### src/rtl/mdm_pkg.sv
package mdm_pkg;

    typedef enum logic {
        DLT_STEADY  = 1'b0,
        DLT_PENDING = 1'b1
    } dlt_state_t;

    typedef enum logic {
        SEL_CTL  = 1'b0,
        SEL_STAT = 1'b1
    } reg_sel_t;

    localparam int unsigned CTL_BITS = 2;
    localparam int unsigned CT_DTR   = 0;
    localparam int unsigned CT_RTS   = 1;

    localparam int unsigned N_PINS   = 2;
    localparam int unsigned PIN_CTS  = 0;
    localparam int unsigned PIN_DSR  = 1;

    localparam int unsigned ST_DCTS  = 0;
    localparam int unsigned ST_DDSR  = 1;
    localparam int unsigned ST_CTS   = 4;
    localparam int unsigned ST_DSR   = 5;

endpackage

### src/rtl/mdm_sync.sv
module mdm_sync #(
    parameter int unsigned STAGES  = 2,
    parameter logic        RST_VAL = 1'b1
) (
    input  logic clk,
    input  logic rst,
    input  logic d,
    output logic q
);

    logic [STAGES-1:0] chain;

    generate
        if (STAGES == 1) begin : g_single
            always_ff @(posedge clk) begin
                if (rst) chain <= RST_VAL;
                else     chain <= d;
            end
        end else begin : g_multi
            always_ff @(posedge clk) begin
                if (rst) chain <= {STAGES{RST_VAL}};
                else     chain <= {chain[STAGES-2:0], d};
            end
        end
    endgenerate

    assign q = chain[STAGES-1];

endmodule

### src/rtl/mdm_delta_fsm.sv
module mdm_delta_fsm
    import mdm_pkg::*;
#(
    parameter logic RST_VAL = 1'b1
) (
    input  logic clk,
    input  logic rst,
    input  logic level,
    input  logic clr,
    output logic delta
);

    dlt_state_t state_q, state_d;
    logic       prev_q;
    logic       chg;

    always_ff @(posedge clk) begin
        if (rst) prev_q <= RST_VAL;
        else     prev_q <= level;
    end

    assign chg = level ^ prev_q;

    // Next-state logic
    always_comb begin
        state_d = state_q;
        unique case (state_q)
            DLT_STEADY:  if (chg)              state_d = DLT_PENDING;
            DLT_PENDING: if (clr && !chg)      state_d = DLT_STEADY;
            default:                           state_d = DLT_STEADY;
        endcase
    end

    // State register
    always_ff @(posedge clk) begin
        if (rst) state_q <= DLT_STEADY;
        else     state_q <= state_d;
    end

    // Output
    always_comb begin
        delta = (state_q == DLT_PENDING);
    end

    assert_set_on_edge_R5: assert property (@(posedge clk) disable iff (rst)
        chg |=> delta);

    assert_sticky_R5: assert property (@(posedge clk) disable iff (rst)
        (delta && !clr) |=> delta);

    assert_clear_on_read_R7: assert property (@(posedge clk) disable iff (rst)
        (clr && !chg) |=> !delta);

    assert_keep_on_collision_R8: assert property (@(posedge clk) disable iff (rst)
        (clr && chg) |=> delta);

endmodule

### src/rtl/mdm_ctl_stat.sv
module mdm_ctl_stat
    import mdm_pkg::*;
#(
    parameter int unsigned DATA_W      = 8,
    parameter int unsigned SYNC_STAGES = 2
) (
    input  logic              clk,
    input  logic              rst,
    input  logic              reg_sel,
    input  logic              wr_en,
    input  logic              rd_en,
    input  logic [DATA_W-1:0] wdata,
    output logic [DATA_W-1:0] rdata,
    input  logic              cts_n,
    input  logic              dsr_n,
    input  logic              irq_en,
    output logic              dtr_n,
    output logic              rts_n,
    output logic              irq
);

    reg_sel_t            sel;
    logic                wr_ctl;
    logic                clr_dlt;
    logic [CTL_BITS-1:0] ctl_q;
    logic [N_PINS-1:0]   pin_n;
    logic [N_PINS-1:0]   pin_sync_n;
    logic [N_PINS-1:0]   delta;

    assign sel     = reg_sel_t'(reg_sel);
    assign wr_ctl  = wr_en && (sel == SEL_CTL);
    assign clr_dlt = rd_en && (sel == SEL_STAT);

    // Control register
    always_ff @(posedge clk) begin
        if (rst)         ctl_q <= '0;
        else if (wr_ctl) ctl_q <= wdata[CTL_BITS-1:0];
    end

    assign dtr_n = ~ctl_q[CT_DTR];
    assign rts_n = ~ctl_q[CT_RTS];

    // Input pins: synchroniser and change tracker per pin
    assign pin_n[PIN_CTS] = cts_n;
    assign pin_n[PIN_DSR] = dsr_n;

    generate
        for (genvar i = 0; i < N_PINS; i++) begin : g_pin
            mdm_sync #(
                .STAGES  (SYNC_STAGES),
                .RST_VAL (1'b1)
            ) u_sync (
                .clk (clk),
                .rst (rst),
                .d   (pin_n[i]),
                .q   (pin_sync_n[i])
            );

            mdm_delta_fsm #(
                .RST_VAL (1'b1)
            ) u_dlt (
                .clk   (clk),
                .rst   (rst),
                .level (pin_sync_n[i]),
                .clr   (clr_dlt),
                .delta (delta[i])
            );
        end
    endgenerate

    // Read multiplexer
    always_comb begin
        rdata = '0;
        unique case (sel)
            SEL_CTL: rdata[CTL_BITS-1:0] = ctl_q;
            SEL_STAT: begin
                rdata[ST_DCTS] = delta[PIN_CTS];
                rdata[ST_DDSR] = delta[PIN_DSR];
                rdata[ST_CTS]  = ~pin_sync_n[PIN_CTS];
                rdata[ST_DSR]  = ~pin_sync_n[PIN_DSR];
            end
            default: rdata = '0;
        endcase
    end

    assign irq = irq_en && (|delta);

    assert_reset_pins_R1: assert property (@(posedge clk)
        rst |=> (dtr_n && rts_n && !delta[0] && !delta[1]));

    assert_dtr_follows_R2: assert property (@(posedge clk) disable iff (rst)
        wr_ctl |=> (dtr_n == !$past(wdata[CT_DTR])));

    assert_rts_follows_R3: assert property (@(posedge clk) disable iff (rst)
        wr_ctl |=> (rts_n == !$past(wdata[CT_RTS])));

    assert_stat_write_ignored_R10: assert property (@(posedge clk) disable iff (rst)
        (wr_en && sel == SEL_STAT) |=> $stable(ctl_q));

    assert_irq_needs_flag_R9: assert property (@(posedge clk) disable iff (rst)
        irq |-> (irq_en && delta != '0));

endmodule

### config.mk
export PLATFORM = sky130hd
export DESIGN_NAME = mdm_ctl_stat
export DESIGN_NICKNAME = d
export VERILOG_FILES = /design/src/rtl/mdm_pkg.sv /design/src/rtl/mdm_sync.sv /design/src/rtl/mdm_delta_fsm.sv /design/src/rtl/mdm_ctl_stat.sv
export SDC_FILE = /design/constraint.sdc
export NUM_CORES = 1
export LEC_CHECK = 0
export ABC_AREA = 1
export BUFFER_PORTS_ARGS = -buffer_cell sky130_fd_sc_hd__clkbuf_2
export CORE_AREA = 2 2 39 41
export DETAILED_ROUTE_END_ITERATION = 7
export DIE_AREA = 0 0 41 43
export PLACE_DENSITY_LB_ADDON = 0.3
export SYNTH_ARGS = -nofsm -noshare
export SYNTH_HDL_FRONTEND = slang
export SYNTH_SLANG_ARGS = --single-unit
### constraint.sdc
create_clock -name clk -period 0.9 [get_ports clk]
set_input_delay 0.09 -clock clk [delete_from_list [all_inputs] [get_ports clk]]
set_output_delay 0.09 -clock clk [all_outputs]
set_load 0.05 [all_outputs]
Word level (Yosys, flattened, before mapping)
Index checks and enable logic that the tools add are counted.
{ "word_totals": {"reg_bits": 10, "in_bits": 16, "out_inout_bits": 11, "wordCells": 32} }
{ "op_classes": {"muxes": 8, "bitwise": 9, "reduce_logical": 8} }
{ "ops": {"columns": ["cell", "count"], "rows": [
  ["$not 1->1", 7],
  ["$logic_and 1x1->1", 5],
  ["$mux 1", 4],
  ["$pmux 1 s2", 2],
  ["$pmux 2 s2", 1],
  ["$logic_not 1->1", 2],
  ["$mux 2", 1],
  ["$reduce_or 2->1", 1],
  ["$xor 1x1->1", 2]
]} }

Longest topological paths before layout
{ "depth": {"depth_word": 5, "depth_mapped": 4, "ltp_nobuf": 4} }

Modules after synthesis
From an unflattened synthesis, not the netlist that was laid out.
{ "unflattened": {"cells_unflattened": 72, "hier_area_um2": 459.2} }
{ "by_module_without_submodules": {"columns": ["module", "n_inst", "cells_each", "area_per_inst_um2", "seq_area_each_um2"], "rows": [
  ["mdm_ctl_stat", 1, 32, 176.4, 40.0],
  ["mdm_delta_fsm", 2, 13, 82.6, 40.0],
  ["mdm_sync", 2, 7, 58.8, 40.0]
]} }

Worst setup path before layout
OpenSTA, ideal clock, no wires.
{ "synth_timing": {"path_type": "register to output", "from": "register ctl_q[0]", "to": "output rdata[0]", "arrival_time_ps": 1682, "t_required_ps": 810, "setup_slack_ps": -872, "path_stages_with_launch": 3, "path_buffers": 0, "cell_sequence": "dfxtp_1 > inv_1 > o21ai_0"} }
{ "synth_via": {"elab_chain_cells": 1} }
{ "synth_rtl": {"columns": ["item", "line_no", "source"], "rows": [
  ["from (decl)", "mdm_ctl_stat.sv:25", "logic [CTL_BITS-1:0] ctl_q;"],
  ["from (signal assigned)", "mdm_ctl_stat.sv:37", "else if (wr_ctl) ctl_q <= wdata[CTL_BITS-1:0];"],
  ["$pmux 2 s2", "mdm_ctl_stat.sv:74", "unique case (sel)"],
  ["to (decl)", "mdm_ctl_stat.sv:13", "output logic [DATA_W-1:0] rdata,"]
]} }
Every way passes these cells.

Worst setup path after layout
{ "layout_timing": {"from": "register g_pin[1].u_dlt.state_q", "to": "output irq"} }
{ "layout_via": {"elab_chain_cells": 2} }
{ "layout_rtl": {"columns": ["item", "line_no", "source"], "rows": [
  ["from (decl)", "mdm_delta_fsm.sv:13", "dlt_state_t state_q, state_d;"],
  ["from (signal assigned)", "mdm_delta_fsm.sv:37", "else state_q <= state_d;"],
  ["$reduce_or 2->1", "mdm_ctl_stat.sv:86", "assign irq = irq_en && (|delta);"],
  ["$logic_and 1x1->1", "mdm_ctl_stat.sv:86", null],
  ["to (decl)", "mdm_ctl_stat.sv:19", "output logic irq"]
]} }
Every way passes these cells.

==> flow_summary.yaml <==
synthesis:
  seq_area_frac_synth_pct: 47.90
  synth.top_cell.area_share_pct: 47.90
  synth_top_flop_cell: "dfxtp_1"
  synth_area_leaders: "dfxtp_1 48%, nand2_1 13%, buf_4 7.2%"
  synth_cells: 57
  async_reset_ff_share_pct: 0
  syn_avg_cell_area_sq_um: 7.332
  synth_edf_count: 0
  ys_types: 12
  ys_ff_latch: 10
  ys.warnings.count: 0
  synth_common_cells: "15 x nand2_1, 10 x dfxtp_1, 8 x inv_1, 7 x nor2_1"
  syn_area_sq_um: 417.9
  synth_top_area_cell: "dfxtp_1"
  yosysMostFrequentCell: "nand2_1"
placed_design:
  dpl.hpwl_um: 584.1
  gp_congestion: 0.6702
  numPortBuffers: 16
  place_area_sq_um: 526.8
  place_inst: 88
global_routing:
  grt_use_total_pct: 9.869
  grt_max_degree: 8
  grt_first_pass_wirelength_um: 1083
  grt_overflow_total: 0
  grt_pass1_vias: 298
  antenna_found_initial: 0
worst_setup_path:
  crit_start: "g_pin[1].u_dlt.delta"
  cp-end-kind: "output port"
  slowest_stage: "dfxtp_2"
  critPathLaunchType: "flop"
  worstPathArrival_ns: 0.93
  cp_cell_sequence: "o21a_1, buf_8"
  ff2ff_path_depth: 5
  reg2reg_to: "g_pin[0].u_dlt.delta"
  max_stage_delay_ns: 0.33
  cp.required_ns: 0.81
  cp-endpoint: "irq"
  r2r_slack_ns: 0.11
  timing.rr.start: "g_pin[0].u_sync.chain[1]"
  path_buf_inv: 1
  cp_max_fo: 3
  cp.depth: 2
  cpLargestDelayFamily: "flip-flops"
  critical_path_class: "flop to output port"
floorplan:
  core_sq_um: 1384
  die_h_um: 43
  die_width_um: 41
  die_area_sq_um: 1763
  start_util_pct: 30.20
  std_cell_rows: 14
  num_io_pins: 27
timing:
  setup_viol: 7
  min_period_ns: 1.023
  fmax_mhz: 977.4
  hold_slack_ns: 0.01783
  fin_ws_ns: -0.1231
  finalHoldViolCount: 0
  drv_slew: 0
  rsz0062_at_grt: "yes"
  period_share_pct: 113.7
  skew_ns: 0.0006374
final_layout:
  antenna_cells: 0
  nets: 96
  area_growth_syn_to_layout_pct: 58.98
  fillers: 152
  drive_gt1_share_pct: 51.28
  final_area_sq_um: 664.4
  fin_cells: 94
routing:
  ant_nets: 0
  drt_wl_total_um: 764
  drc_errors: 0
  avgRoutedWirePerCell_um: 8.128
  viasPerCell: 4.064
  dr.pass1.iters: 2
  vias: 382
  drt_iter0_drc: 6
power_and_ir_drop:
  sw_frac_of_total_pct: 30.12
  power_switching_uw: 310.1
  seq_power_share_pct: 46.9
  p_clk_share_pct: 27.7
  leakage_uw: 0.0003385
  cellPowerDensity_nw_per_um2: 1549
  comb_power_share_pct: 25.4
  intPower_uw: 719.3
  peakVddDrop_mv: 0.7333
  p_total_uw: 1029
job:
  drv_cap: 0
hold_path:
  min_path_type: "input pin to flop"
outcome:
  outcome: "finished, violations left"
  violations: "negative setup slack"
clock_tree:
  cts_max_path_buffers: 2
  cts_buffers: 3
  htree_levels: 1
  clk-insertion-delay-late_ns: 0.25
  root_buffer: "clkbuf_4"
  cts_tree: "built"
  clk_pin_slew_ns: 0.06
  cts.sinks: 10
==> cells in the final DEF (no fill, tap or decap), drive strengths merged <==
cell type    count
dfxtp           10
or2              4
inv              9
nor2             7
o21a             1
a21oi            2
o21ai            2
conb             4
dlygate4sd3      1
nand2           15
clkbuf          14
buf              7
nand3b           2
==> state kept, by name, indices dropped and copies added, names as in the netlist <==
| signal | cells |
|---|---|
| ctl_q | 2 |
| g_pin.u_dlt.delta | 2 |
| g_pin.u_dlt.prev_q | 2 |
| g_pin.u_sync.chain | 4 |
==> cell type report <==
| class | instances | area [sq um] | share of cell area [%] |
|---|---|---|---|
| timing repair buffer | 19 | 172.7 | 25.99 |
| clock buffer | 3 | 22.52 | 3.390 |
| multi-input combinational | 37 | 207.7 | 31.26 |
| sequential | 10 | 207.7 | 31.26 |
| inverter | 9 | 33.78 | 5.085 |
| tap | 16 | 20.02 | 3.013 |
==> routing by layer <==
metal  part of all wire, %  GRT usage (%)  vias up  routed length, um
met2                    49          13.44       15                374
met4                  0.79          10.00        0                  6
met5                     0              0        -                  0
met3                   8.0          4.712        2                 61
li1                      -              -      206                  -
met1                    42          10.06      159                321
==> per-stage QoR <==
step / setup TNS (ns) / utilization (%) / worst slack (ns)
floorplan: -0.2426 / - / -0.1213
global placement: 0 / 38.07 / 0.02535
detailed placement: 0 / 38.07 / 0.01715
CTS: -0.6114 / 46.11 / -0.1440
global route: -0.7218 / 48.01 / -0.1628
finish: -0.3781 / 48.01 / -0.1231
==> repair_timing <==
action,4_1_cts,5_1_grt
buffers inserted,2,0
hold buffers,0,1
hold endpoints to repair,0,1
gates resized for setup,24,7
setup endpoints to repair,7,7
pin swaps,3,0
==> power by group through the flow <==
stage	logic (uW)	clock network [uW]	registers, uW
floorplan	173	0	484
global placement	209	0	487
detailed placement	211	0	487
CTS	249	309	482
global route	280	330	485
finish	261	285	483
==> logic make-up (layout without fill, tap and decap cells) <==
family	count (synthesis)	after routing	share of synthesized area [%]
simple gates	28	28	29.34
buf+inv	13	31	15.27
flops	10	10	47.90
compound gates	5	5	6.588
other cells	1	4	0.8973
==> worst min path at each step <==
stage               startpoint                  endpoint  slack [ns]  depth (start not counted)
floorplan                  rst      g_pin[0].u_dlt.delta        0.16                          1
global placement         dsr_n  g_pin[1].u_sync.chain[0]        0.27                          2
detailed placement       cts_n  g_pin[0].u_sync.chain[0]        0.28                          2
CTS                      cts_n  g_pin[0].u_sync.chain[0]      0.0002                          2
global route             dsr_n  g_pin[1].u_sync.chain[0]      0.0006                          2
finish                   dsr_n  g_pin[1].u_sync.chain[0]        0.02                          2
Note: power is estimated with default switching activity, not from simulation.
